`src/rtl/hb_pkg.sv`:
```
package hb_pkg;

    localparam int BYTE_W = 8;

    typedef enum logic [1:0] {
        S_IDLE,
        S_STORE,
        S_HOLD,
        S_FETCH
    } hb_state_e;

    // command 001w_xxxx : bus width
    function automatic logic is_width_cmd(logic [BYTE_W-1:0] w);
        return w[7:5] == 3'b001;
    endfunction

    // command 0000_01dx : step direction
    function automatic logic is_dir_cmd(logic [BYTE_W-1:0] w);
        return w[7:2] == 6'b000001;
    endfunction

    // command 1aaa_aaaa : load address
    function automatic logic is_addr_cmd(logic [BYTE_W-1:0] w);
        return w[7];
    endfunction

endpackage

```
`src/rtl/hb_strobe.sv`:
```
module hb_strobe
    import hb_pkg::*;
(
    input  logic              clk,
    input  logic              rst_n,
    input  logic              en_i,
    input  logic              rs_i,
    input  logic              rw_i,
    input  logic [BYTE_W-1:0] bus_i,
    input  logic              wide,
    input  logic              clr_phase,
    output logic              done,
    output logic [BYTE_W-1:0] word,
    output logic              w_rs,
    output logic              w_rw,
    output logic              phase
);
    localparam int NIB_W = BYTE_W / 2;

    logic              en_d;
    logic              fall;
    logic [BYTE_W-1:0] cap;
    logic [NIB_W-1:0]  hi;

    // Bus and controls are captured while enable is high, so the
    // falling edge needs no hold time on the host side.
    always_ff @(posedge clk or negedge rst_n) begin
        if (!rst_n) begin
            en_d  <= 1'b0;
            cap   <= '0;
            w_rs  <= 1'b0;
            w_rw  <= 1'b0;
            hi    <= '0;
            phase <= 1'b0;
        end else begin
            en_d <= en_i;
            if (en_i) begin
                cap  <= bus_i;
                w_rs <= rs_i;
                w_rw <= rw_i;
            end
            if (clr_phase) begin
                phase <= 1'b0;
            end else if (fall && !wide) begin
                phase <= ~phase;
                if (!phase) hi <= cap[BYTE_W-1:NIB_W];
            end
        end
    end

    assign fall = en_d & ~en_i;
    assign done = fall & (wide | phase);
    assign word = wide ? cap : {hi, cap[BYTE_W-1:NIB_W]};

endmodule

```
`src/rtl/hb_addr_ctr.sv`:
```
module hb_addr_ctr #(
    parameter int AW = 7
) (
    input  logic          clk,
    input  logic          rst_n,
    input  logic          ld,
    input  logic [AW-1:0] ld_val,
    input  logic          step,
    input  logic          up,
    output logic [AW-1:0] ac
);
    // natural wrap modulo 2**AW in both directions
    always_ff @(posedge clk or negedge rst_n) begin
        if (!rst_n)    ac <= '0;
        else if (ld)   ac <= ld_val;
        else if (step) ac <= up ? ac + 1'b1 : ac - 1'b1;
    end
endmodule

```
`src/rtl/hb_regif.sv`:
```
module hb_regif
    import hb_pkg::*;
#(
    parameter int AC_W        = 7,
    parameter int BUSY_CYCLES = 72
) (
    input  logic              clk,
    input  logic              rst_n,
    input  logic              en_i,
    input  logic              rs_i,
    input  logic              rw_i,
    input  logic [BYTE_W-1:0] bus_i,
    output logic [BYTE_W-1:0] bus_o,
    output logic              bus_oe,
    output logic              instr_stb,
    output logic [BYTE_W-1:0] instr_q,
    output logic              mem_req,
    output logic              mem_we,
    output logic [AC_W-1:0]   mem_addr,
    output logic [BYTE_W-1:0] mem_wdata,
    input  logic [BYTE_W-1:0] mem_rdata,
    input  logic              mem_ack
);
    localparam int CW   = $clog2(BUSY_CYCLES + 1);
    localparam int NIB  = BYTE_W / 2;

    hb_state_e         state, nstate;
    logic [CW-1:0]     cnt;
    logic              pend;
    logic [BYTE_W-1:0] dr;
    logic              wide, up, busy;
    logic              xfer_done, w_rs, w_rw, phase;
    logic [BYTE_W-1:0] word;
    logic              cmd_ok, dwr_ok, drd_ok, clr_phase;
    logic [AC_W-1:0]   ac;
    logic [BYTE_W-1:0] rd_val;

    hb_strobe u_strobe (
        .clk(clk), .rst_n(rst_n), .en_i(en_i), .rs_i(rs_i), .rw_i(rw_i),
        .bus_i(bus_i), .wide(wide), .clr_phase(clr_phase),
        .done(xfer_done), .word(word), .w_rs(w_rs), .w_rw(w_rw), .phase(phase)
    );

    assign busy      = (state != S_IDLE);
    assign cmd_ok    = xfer_done & ~w_rw & ~w_rs & ~busy;
    assign dwr_ok    = xfer_done & ~w_rw &  w_rs & ~busy;
    assign drd_ok    = xfer_done &  w_rw &  w_rs & ~busy;
    assign clr_phase = cmd_ok & is_width_cmd(word);

    hb_addr_ctr #(.AW(AC_W)) u_ac (
        .clk(clk), .rst_n(rst_n),
        .ld(cmd_ok & is_addr_cmd(word)), .ld_val(word[AC_W-1:0]),
        .step(drd_ok | ((state == S_STORE) & mem_ack)),
        .up(up), .ac(ac)
    );

    // state register
    always_ff @(posedge clk or negedge rst_n) begin
        if (!rst_n) state <= S_IDLE;
        else        state <= nstate;
    end

    // next state
    always_comb begin
        nstate = state;
        unique case (state)
            S_IDLE: begin
                if (cmd_ok)      nstate = S_HOLD;
                else if (dwr_ok) nstate = S_STORE;
                else if (drd_ok) nstate = S_FETCH;
            end
            S_STORE: if (mem_ack) nstate = S_HOLD;
            S_HOLD:  if (cnt == '0) nstate = pend ? S_FETCH : S_IDLE;
            S_FETCH: if (mem_ack) nstate = S_IDLE;
            default: nstate = S_IDLE;
        endcase
    end

    // outputs of the sequencer
    always_comb begin
        mem_req = 1'b0;
        mem_we  = 1'b0;
        unique case (state)
            S_STORE: begin mem_req = 1'b1; mem_we = 1'b1; end
            S_FETCH: mem_req = 1'b1;
            default: ;
        endcase
    end

    // datapath registers
    always_ff @(posedge clk or negedge rst_n) begin
        if (!rst_n) begin
            cnt       <= '0;
            pend      <= 1'b0;
            dr        <= '0;
            wide      <= 1'b1;
            up        <= 1'b1;
            instr_stb <= 1'b0;
            instr_q   <= '0;
        end else begin
            if (nstate == S_HOLD && state != S_HOLD)
                cnt <= CW'(BUSY_CYCLES - 1);
            else if (state == S_HOLD && cnt != '0)
                cnt <= cnt - 1'b1;

            if (cmd_ok && is_addr_cmd(word))         pend <= 1'b1;
            else if (state == S_HOLD && cnt == '0)   pend <= 1'b0;

            if (dwr_ok)                              dr <= word;
            else if (state == S_FETCH && mem_ack)    dr <= mem_rdata;

            if (cmd_ok && is_width_cmd(word)) wide <= word[4];
            if (cmd_ok && is_dir_cmd(word))   up   <= word[1];

            instr_stb <= cmd_ok;
            if (cmd_ok) instr_q <= word;
        end
    end

    assign mem_addr  = ac;
    assign mem_wdata = dr;

    // read return: live select line picks status or data register
    assign rd_val = rs_i ? dr : {busy, ac};
    assign bus_o  = wide ? rd_val
                         : {(phase ? rd_val[NIB-1:0] : rd_val[BYTE_W-1:NIB]), {NIB{1'b0}}};
    assign bus_oe = en_i & rw_i;

endmodule

```
`config.mk`:
```
export PLATFORM = sky130hd
export DESIGN_NAME = hb_regif
export DESIGN_NICKNAME = d
export VERILOG_FILES = /design/src/rtl/hb_pkg.sv /design/src/rtl/hb_strobe.sv /design/src/rtl/hb_addr_ctr.sv /design/src/rtl/hb_regif.sv
export SDC_FILE = /design/constraint.sdc
export NUM_CORES = 1
export LEC_CHECK = 0
export BUFFER_PORTS_ARGS = -buffer_cell sky130_fd_sc_hd__buf_4
export CORE_ASPECT_RATIO = 1.1
export CORE_MARGIN = 3
export CORE_UTILIZATION = 40
export DETAILED_ROUTE_END_ITERATION = 12
export GPL_ROUTABILITY_DRIVEN = 0
export PLACE_DENSITY_LB_ADDON = 0.08
export SLEW_MARGIN = 20
export SYNTH_ARGS = -nofsm -noshare
export SYNTH_HDL_FRONTEND = slang
export SYNTH_SLANG_ARGS = --single-unit
```
`constraint.sdc`:
```
create_clock -name clk -period 5.6 [get_ports clk]
set_clock_uncertainty 0.2 [all_clocks]
set_input_delay 0.56 -clock clk [delete_from_list [all_inputs] [get_ports clk]]
set_output_delay 0.56 -clock clk [all_outputs]
set_load 0.1 [all_outputs]
```
# Yosys cells after proc, flatten, opt, wreduce, memory -nomap -nowiden
# Cells that the tools add are included.
[totals]
regBits = 52
output_inout_bits = 35
word_cells = 92
[op_classes]
addsub = 3
eq_ne = 7
mux = 25
n_bitwise = 22
n_reduce_logical = 20
[ops]
columns = ["cell", "n"]
rows = [
  ["$mux 8", 5],
  ["$mux 7", 5],
  ["$and 1x1->1", 14],
  ["$mux 2", 7],
  ["$sub 7x1->7 const B", 2],
  ["$reduce_bool 2->1", 6],
  ["$logic_and 1x1->1", 8],
  ["$pmux 2 s4", 1],
  ["$add 7x1->7 const B", 1],
  ["$logic_not 7->1", 1],
  ["$reduce_bool 7->1", 1],
  ["$eq 2x2->1 const B", 3],
  ["$eq 6x1->1 const B", 1],
  ["$mux 1", 6],
  ["$not 1->1", 6],
  ["$mux 4", 1],
  ["$eq 3x1->1 const B", 1],
  ["$reduce_and 3->1", 1],
  ["$eq 2x1->1 const B", 1],
  ["$logic_not 2->1", 1],
  ["$ne 2x2->1 const B", 1],
  ["$or 1x1->1", 2],
  ["$reduce_or 2->1", 1],
  ["$logic_not 1->1", 1],
]

# Logic depth before layout (Yosys ltp)
# Gate-level depths: netlist of the first run.
[logic_depth]
depth_word = 13
ltp_mapped = 7
mapped_depth_nobuf = 7

# Cells and area by module
# A second synthesis of the first run with hierarchy kept.
[hier_totals]
cells_unflattened = 271
hier_area_um2 = 2844.0
[modules_own_cells]
columns = ["mod", "instances", "cells_per_inst", "area_each_um2", "seq_area_each_um2"]
rows = [
  ["hb_regif", 1, 168, 1589.0, 728.2],
  ["hb_strobe", 1, 47, 716.9, 400.4],
  ["hb_addr_ctr", 1, 56, 538.0, 175.2],
]

# Least setup slack after synthesis of the first run
# No wires, ideal clock.
[synth_path]
path_kind = "reg-to-output"
start = "register u_ac.ac[0]"
end = "output bus_o[0]"
t_arrival_ns = 2.441
t_required_ns = 4.840
path_slack_ns = 2.399
stages_incl_launch_ff = 3
path_buffers = 0
cell_sequence = "dfrtp_1 -> mux2i_1 -> nor2_1"
[synth_between]
elab_chain_len = 2
[synth_rtl]
columns = ["item", "line_no", "source"]
rows = [
  ["start: declaration", "hb_addr_ctr.sv:10", "output logic [AW-1:0] ac"],
  ["start signal: assignment", "hb_addr_ctr.sv:15", "else if (ld) ac <= ld_val;"],
  ["start signal: assignment", "hb_addr_ctr.sv:16", "else if (step) ac <= up ? ac + 1'b1 : ac - 1'b1;"],
  ["$mux 8", "hb_regif.sv:124", "assign rd_val = rs_i ? dr : {busy, ac};"],
  ["$mux 8", "hb_regif.sv:125", "assign bus_o = wide ? rd_val"],
  ["end: declaration", "hb_regif.sv:13", "output logic [BYTE_W-1:0] bus_o,"],
]
# No other way between the ends.

# Worst setup path after layout of the first run
[layout_path]
start = "register wide"
end = "output bus_o[7]"
[layout_between]
elab_chain_len = 1
[layout_rtl]
columns = ["item", "line_no", "source"]
rows = [
  ["start: declaration", "hb_regif.sv:31", "logic wide, up, busy;"],
  ["start signal: assignment", "hb_regif.sv:112", "if (cmd_ok && is_width_cmd(word)) wide <= word[4];"],
  ["$mux 8", "hb_regif.sv:125", ""],
]
# No other way between the ends.

==> results.py, run 1 <==
metrics = {
    "final_layout": {
        "layout-drive-gt1-share_pct": 28.8,
        "syn2layout_area_growth_pct": 19.5,
        "diodes": 0,
        "fillers": 652,
        "layout.nets": 352,
        "postLayoutCoreUtil_pct": 50.6,
    },
    "die": {
        "die_h_um": 94.6,
        "dieArea_um2": 8190,
        "initial_core_util_pct": 42.3,
        "die_w_um": 86.6,
        "core.rowCount": 31,
        "core_area_um2": 6750,
        "num_io_pins": 57,
    },
    "power_and_ir_drop": {
        "ir_worst_vdd_v": 0.000132,
        "power_density_nw_per_um2": 225,
        "p_total_mw": 0.769,
        "leakagePower_nw": 1.64,
    },
    "global_routing": {
        "grt_max_degree": 53,
        "overflow": 0,
        "grt_use_total_pct": 17.3,
        "grt_pass1_wl_um": 11000,
        "antenna_found_initial": 0,
        "grt_pass1_vias": 2183,
    },
    "clocking": {
        "clock_sinks": 52,
        "cts_hold_repair.buffers": 0,
        "clk_latency_ps": 310,
        "cts_setup_buffers": 0,
        "cts_buffer_depth": 2,
        "cts-root-buf": "clkbuf_8",
        "h-tree-depth": 2,
        "cts_tree": "done",
        "cts_resized": 0,
        "cts_buffers": 5,
        "clk_pin_slew_ps": 100,
    },
    "logic_synthesis": {
        "syn_avg_cell_area_um2": 10.5,
        "yosysTopAreaCell": "dfrtp_1",
        "ys_ff_latch": 52,
        "yosysSeqAreaShare_pct": 45.7,
        "syn_inst": 271,
        "async_reset_ff_share_pct": 100,
        "synth_edf_count": 0,
        "synthDistinctLibCells": 54,
        "synth.area.top_cells": "dfrtp_1, mux2i_1, mux2_2",
        "synth_top_area_share_pct": 43.8,
        "synth_ff_type": "dfrtp_1",
        "synth_nets": 301,
        "syn_area_um2": 2860,
        "ys_warn_count": 0,
    },
    "timing": {
        "min_period_ps": 2640,
        "worst_hold_slack_ps": 76.8,
        "fin_crit_sh_pct": 47.2,
        "tns_ps": 0,
        "tightest_slew_ps": 732,
        "hold_viol": 0,
        "setup_viol": 0,
        "maxSlewHeadroom_pct": 51.2,
        "setup_slack_ps": 2960,
        "max_freq_mhz": 378,
        "drv_slew": 0,
        "rsz0062_at_grt": "no",
    },
    "place": {
        "place_ws_ps": 2970,
        "place_hpwl_um": 5060,
        "port_buffers": 56,
    },
    "routing": {
        "drc": 0,
        "wl_per_cell_um": 16.4,
        "initialDrtViolationCount": 134,
        "wirelength_um": 6640,
        "vias_per_cell": 5.31,
        "via_count": 2152,
        "final_antenna_net_count": 0,
        "dr.pass1.iters": 5,
    },
    "critical_path": {
        "cp.arrival_ps": 1880,
        "worstPathMaxFanout": 16,
        "crit_path_end_kind": "primary output",
        "critPathRequiredTime_ps": 4840,
        "critPathKind": "reg2out",
        "start_kind": "flop",
    },
    "status": {
        "status": "complete, no violations",
    },
    "worst_hold_path": {
        "hp-class": "in2async",
    },
    "flow_run": {
        "max_cap_violations": 0,
    },
}
-- worst max-delay path: stages, from the launching register on --
cell and delay [ps]:
dfstp_2 490, nor2b_1 460, mux4_2 380, buf_4 240
-- registers in the layout, summed over array words and instances, names as in the netlist, 2 cells and up --
signal,cells
instr_q,8
mem_wdata,8
u_strobe.cap,8
cnt,7
u_ac.ac,7
u_strobe.hi,4
state,2
-- power breakdown --
group | internal (mW) | switching (mW)
registers | 0.394 | 0.0141
logic | 0.0455 | 0.0936
clock network | 0.0899 | 0.132
total | 0.530 | 0.239
-- kinds of logic (layout without fill, tap and decap cells) --
kind of cell / count (synthesis) / count (layout) / share of synthesized area [%]
buf+inv: 28 / 80 / 4.12
simple gates: 86 / 86 / 15.0
xor+xnor: 9 / 9 / 2.76
fa+ha+maj: 8 / 8 / 3.77
flops: 52 / 52 / 45.7
compound gates: 48 / 48 / 12.1
mux: 40 / 40 / 16.6
-- synthesized netlist by cell type (all sizes together), types with 3 or more instances --
cell type,n
nand3,4
clkbuf,7
mux4,4
a211oi,3
o21ai,16
nor2b,5
nand2,31
nor2,23
buf,5
nor3,7
inv,16
a221o,3
dfrtp,50
nor3b,3
o221ai,6
mux2i,20
a21oi,8
ha,7
mux2,16
xor2,7
-- cell usage in the layout (no fill, tap or decap), types with 5 or more instances in the layout --
cell type	Yosys	final
a21oi_1	7	7
buf_4	1	56
clkbuf_8	0	5
dfrtp_1	50	50
ha_1	7	7
inv_1	14	14
mux2_2	12	12
mux2i_1	19	19
nand2_1	31	31
nor2_1	21	21
nor2b_1	5	5
nor3_1	5	5
o21ai_1	12	12
o221ai_1	6	6
xor2_1	7	7
-- metal layers --
| metal | part of all wire (%) | GRT usage (%) | vias up |
|---|---|---|---|
| met3 | 3.7 | 2.62 | 6 |
| met5 | 0 | 0 | - |
| li1 | - | - | 1060 |
| met2 | 50 | 30.2 | 43 |
| met4 | 1.1 | 4.29 | 0 |
| met1 | 45 | 22.4 | 1043 |
-- worst paths after layout --
path / from / endpoint / slack (ps) / cells past startpoint
max reg2reg: state[0] / u_ac.ac[5] / 2970 / 5
min reg2reg: instr_q[7] / instr_q[7] / 290 / 2
min: rst_n / mem_wdata[5] / 80 / 1
max: wide / bus_o[7] / 2960 / 3
min in group clk: mem_rdata[3] / mem_wdata[3] / 260 / 3
max in group asynchronous: rst_n / u_strobe.cap[5] / 4690 / 1
-- cell type report --
type                    count  area [µm²]  share of cell area (%)
flip-flops and latches     52        1300                    38.2
well taps                  82         103                    3.01
multi-input cells         191        1430                    42.0
clock inverters             3        22.5                   0.660
clock buffers               5        68.8                    2.02
repair buffers             56         420                    12.3
inverters                  16        60.1                    1.76
-- per-stage QoR --
| step | area, µm² | std cells |
|---|---|---|
| 6_report | 3410 | 405 |
| 2_1_floorplan | 2860 | 271 |
| 3_5_place_dp | 3320 | 397 |
| 4_1_cts | 3410 | 405 |
| 3_3_place_gp | 3320 | 397 |
| 5_1_grt | 3410 | 405 |
Note: power is estimated with default switching activity, not from simulation.
==> run 2, diff against run 1 <==
Settings changed: ABC_AREA from default to 1.
Clock period 5.6 ns to 2.75 ns, I/O delays scaled along.
==> run 2 against run 1 <==
Via count up 24%; die area up 3.4%; non-clock buffer count up 10; wire length up 12%; first-iteration DRC count up 17%; core utilization up 0.87 points; register-to-register slack worse by 2400 ps; highest routed layer unchanged.
==> results.py, run 2 <==
metrics = {
    "status": {
        "status": "complete, no violations",
    },
    "global_routing": {
        "antenna_found_initial": 0,
        "overflow": 0,
        "grt_max_degree": 53,
        "grt_pass1_vias": 2563,
        "grt_pass1_wl_um": 12300,
        "grt_use_total_pct": 18.8,
    },
    "critical_path": {
        "r2r_cells": 7,
        "start_kind": "flop",
        "crit_buf_inv": 2,
        "path_cells": "nor2_1 -> inv_1 -> o21ai_0 -> a21oi_1 -> a21oi_2 -> buf_4",
        "critPathKind": "reg2out",
        "cp.arrival_ps": 1950,
        "path_delay_family": "flip-flops",
        "worstPathMaxFanout": 19,
        "r2r_end": "mem_wdata[3]",
        "crit_path_end_kind": "primary output",
        "max_stage_delay_ps": 470,
        "reg2reg_slack_ps": 600,
        "critPathRequiredTime_ps": 2280,
        "worst_path_max_delay_cell": "dfstp_2",
        "r2r_start": "wide",
    },
    "timing": {
        "rsz0062_at_grt": "no",
        "maxSlewHeadroom_pct": 55.2,
        "fin_crit_sh_pct": 88.1,
        "drv_slew": 0,
        "setup_slack_ps": 327,
        "setup_viol": 0,
        "max_freq_mhz": 413,
        "tightest_slew_ps": 672,
        "worst_hold_slack_ps": 16.2,
        "hold_viol": 0,
        "min_period_ps": 2420,
    },
    "clocking": {
        "cts_setup_buffers": 0,
        "cts-root-buf": "clkbuf_8",
        "h-tree-depth": 2,
        "cts_buffers": 5,
        "cts_tree": "done",
        "clk_latency_ps": 310,
        "cts_buffer_depth": 2,
        "clk_pin_slew_ps": 90,
        "clock_sinks": 52,
    },
    "routing": {
        "final_antenna_net_count": 0,
        "dr.pass1.iters": 4,
        "initialDrtViolationCount": 157,
        "drc": 0,
        "via_count": 2662,
        "wirelength_um": 7410,
        "wl_per_cell_um": 13.8,
        "vias_per_cell": 4.96,
    },
    "final_layout": {
        "regArea_um2": 1300,
        "fillers": 702,
        "final_common_cell": "nand2_1",
        "diodes": 0,
        "multiInputGateArea_um2": 1380,
        "layout-drive-gt1-share_pct": 20.6,
        "final_cell_mix": "nand2_1, buf_4, inv_1",
        "layout.nets": 481,
        "syn2layout_area_growth_pct": 23.2,
    },
    "logic_synthesis": {
        "async_reset_ff_share_pct": 100,
        "synth_ff_type": "dfrtp_1",
        "syn_avg_cell_area_um2": 7.58,
        "synth.area.top_cells": "dfrtp_1, nand2_1, inv_1",
        "synthDistinctLibCells": 35,
        "yosysSeqAreaShare_pct": 44.1,
        "synth.most_common_cell": "nand2_1",
        "synth_common_cells": "nand2_1, inv_1, dfrtp_1",
        "syn_inst": 390,
        "synth_nets": 420,
        "syn_area_um2": 2960,
        "ys_warn_count": 0,
        "ys_ff_latch": 52,
        "synth_edf_count": 0,
        "yosysTopAreaCell": "dfrtp_1",
        "synth_top_area_share_pct": 42.3,
    },
    "place": {
        "port_buffers": 56,
        "place_hpwl_um": 5750,
        "place_ws_ps": 618,
    },
    "flow_run": {
        "max_cap_violations": 0,
    },
    "die": {
        "core.rowCount": 32,
        "dieArea_um2": 8460,
        "initial_core_util_pct": 41.7,
        "num_io_pins": 57,
        "die_h_um": 96.2,
        "die_w_um": 88.0,
        "core_area_um2": 7090,
    },
    "worst_hold_path": {
        "whs_path_depth": 3,
        "hold_start": "rw_i",
        "min_to": "u_strobe.w_rw",
        "hp-class": "in2reg",
    },
}
[run 2: changes by cell type after synthesis, moves of 6 or more]
cell and delta:
o21ai_0 +19, nand4_1 +11, nand3_1 +22, o21ai_1 +9, xor2_1 -6, mux2i_1 -18
nand2_1 +86, inv_1 +38, mux2_2 -12
[run 2: worst max path at each step]
| stage | startpoint | end | slack [ps] | depth (start not counted) |
|---|---|---|---|---|
| floorplan | u_ac.ac[1] | bus_o[5] | -60 | 2 |
| global placement | wide | mem_wdata[3] | 640 | 7 |
| detailed placement | wide | mem_wdata[3] | 620 | 7 |
| CTS | wide | bus_o[7] | 320 | 6 |
| global route | wide | bus_o[7] | 170 | 6 |
| finish | wide | bus_o[7] | 330 | 6 |
[run 2: final cells by class]
class / count / share of cell area (%)
multi-input combinational: 266 / 37.9
sequential: 52 / 35.8
timing repair buffer: 66 / 14.3
inverter: 60 / 6.18
tap: 85 / 2.92
clock buffer: 6 / 1.99
clock inverter: 2 / 0.961
[run 2: kinds of logic after synthesis]
kind of cell | count (synthesis) | synth area share (%)
AOI/OAI and AO/OA | 64 | 12.0
DFF | 52 | 44.1
xor gates and xnor gates | 2 | 0.592
muxes | 1 | 0.338
and+or+nand+nor | 191 | 29.2
adders and majority gates | 8 | 3.64
buffers and inverters | 72 | 10.2
[run 2: tightest hold or removal path, delay by kind of cell]
family | cells | cell delay, ps
simple gates | 1 | 60
buf+inv | 1 | 80
compound gates | 1 | 70
[run 2: metal layers]
layer / track usage (%) / share of wire [%] / up-vias / wire length [µm]
met5: 0 / 0 / - / 0
met4: 5.75 / 1.6 / 0 / 115
met3: 2.83 / 3.3 / 12 / 247
met2: 31.0 / 47 / 52 / 3520
met1: 25.6 / 48 / 1218 / 3530
li1: - / - / 1380 / -
[run 2: through the flow]
stage          util (%)  TNS (ps)  instances  instance area, µm²
2_1_floorplan         -     -60.5        390                2990
3_3_place_gp       48.5         0        519                3440
3_5_place_dp       48.5         0        519                3440
4_1_cts            51.4         0        537                3640
5_1_grt            51.4         0        537                3640
6_report           51.4         0        537                3640
[run 2: timing repair]
item,in CTS,in global routing
resized for setup,0,0
hold buffers,10,0
hold endpoints to repair,59,0
Power of run 2 is not shown: default switching activity piles up to over one toggle a cycle in this logic, so the estimate is an artifact.
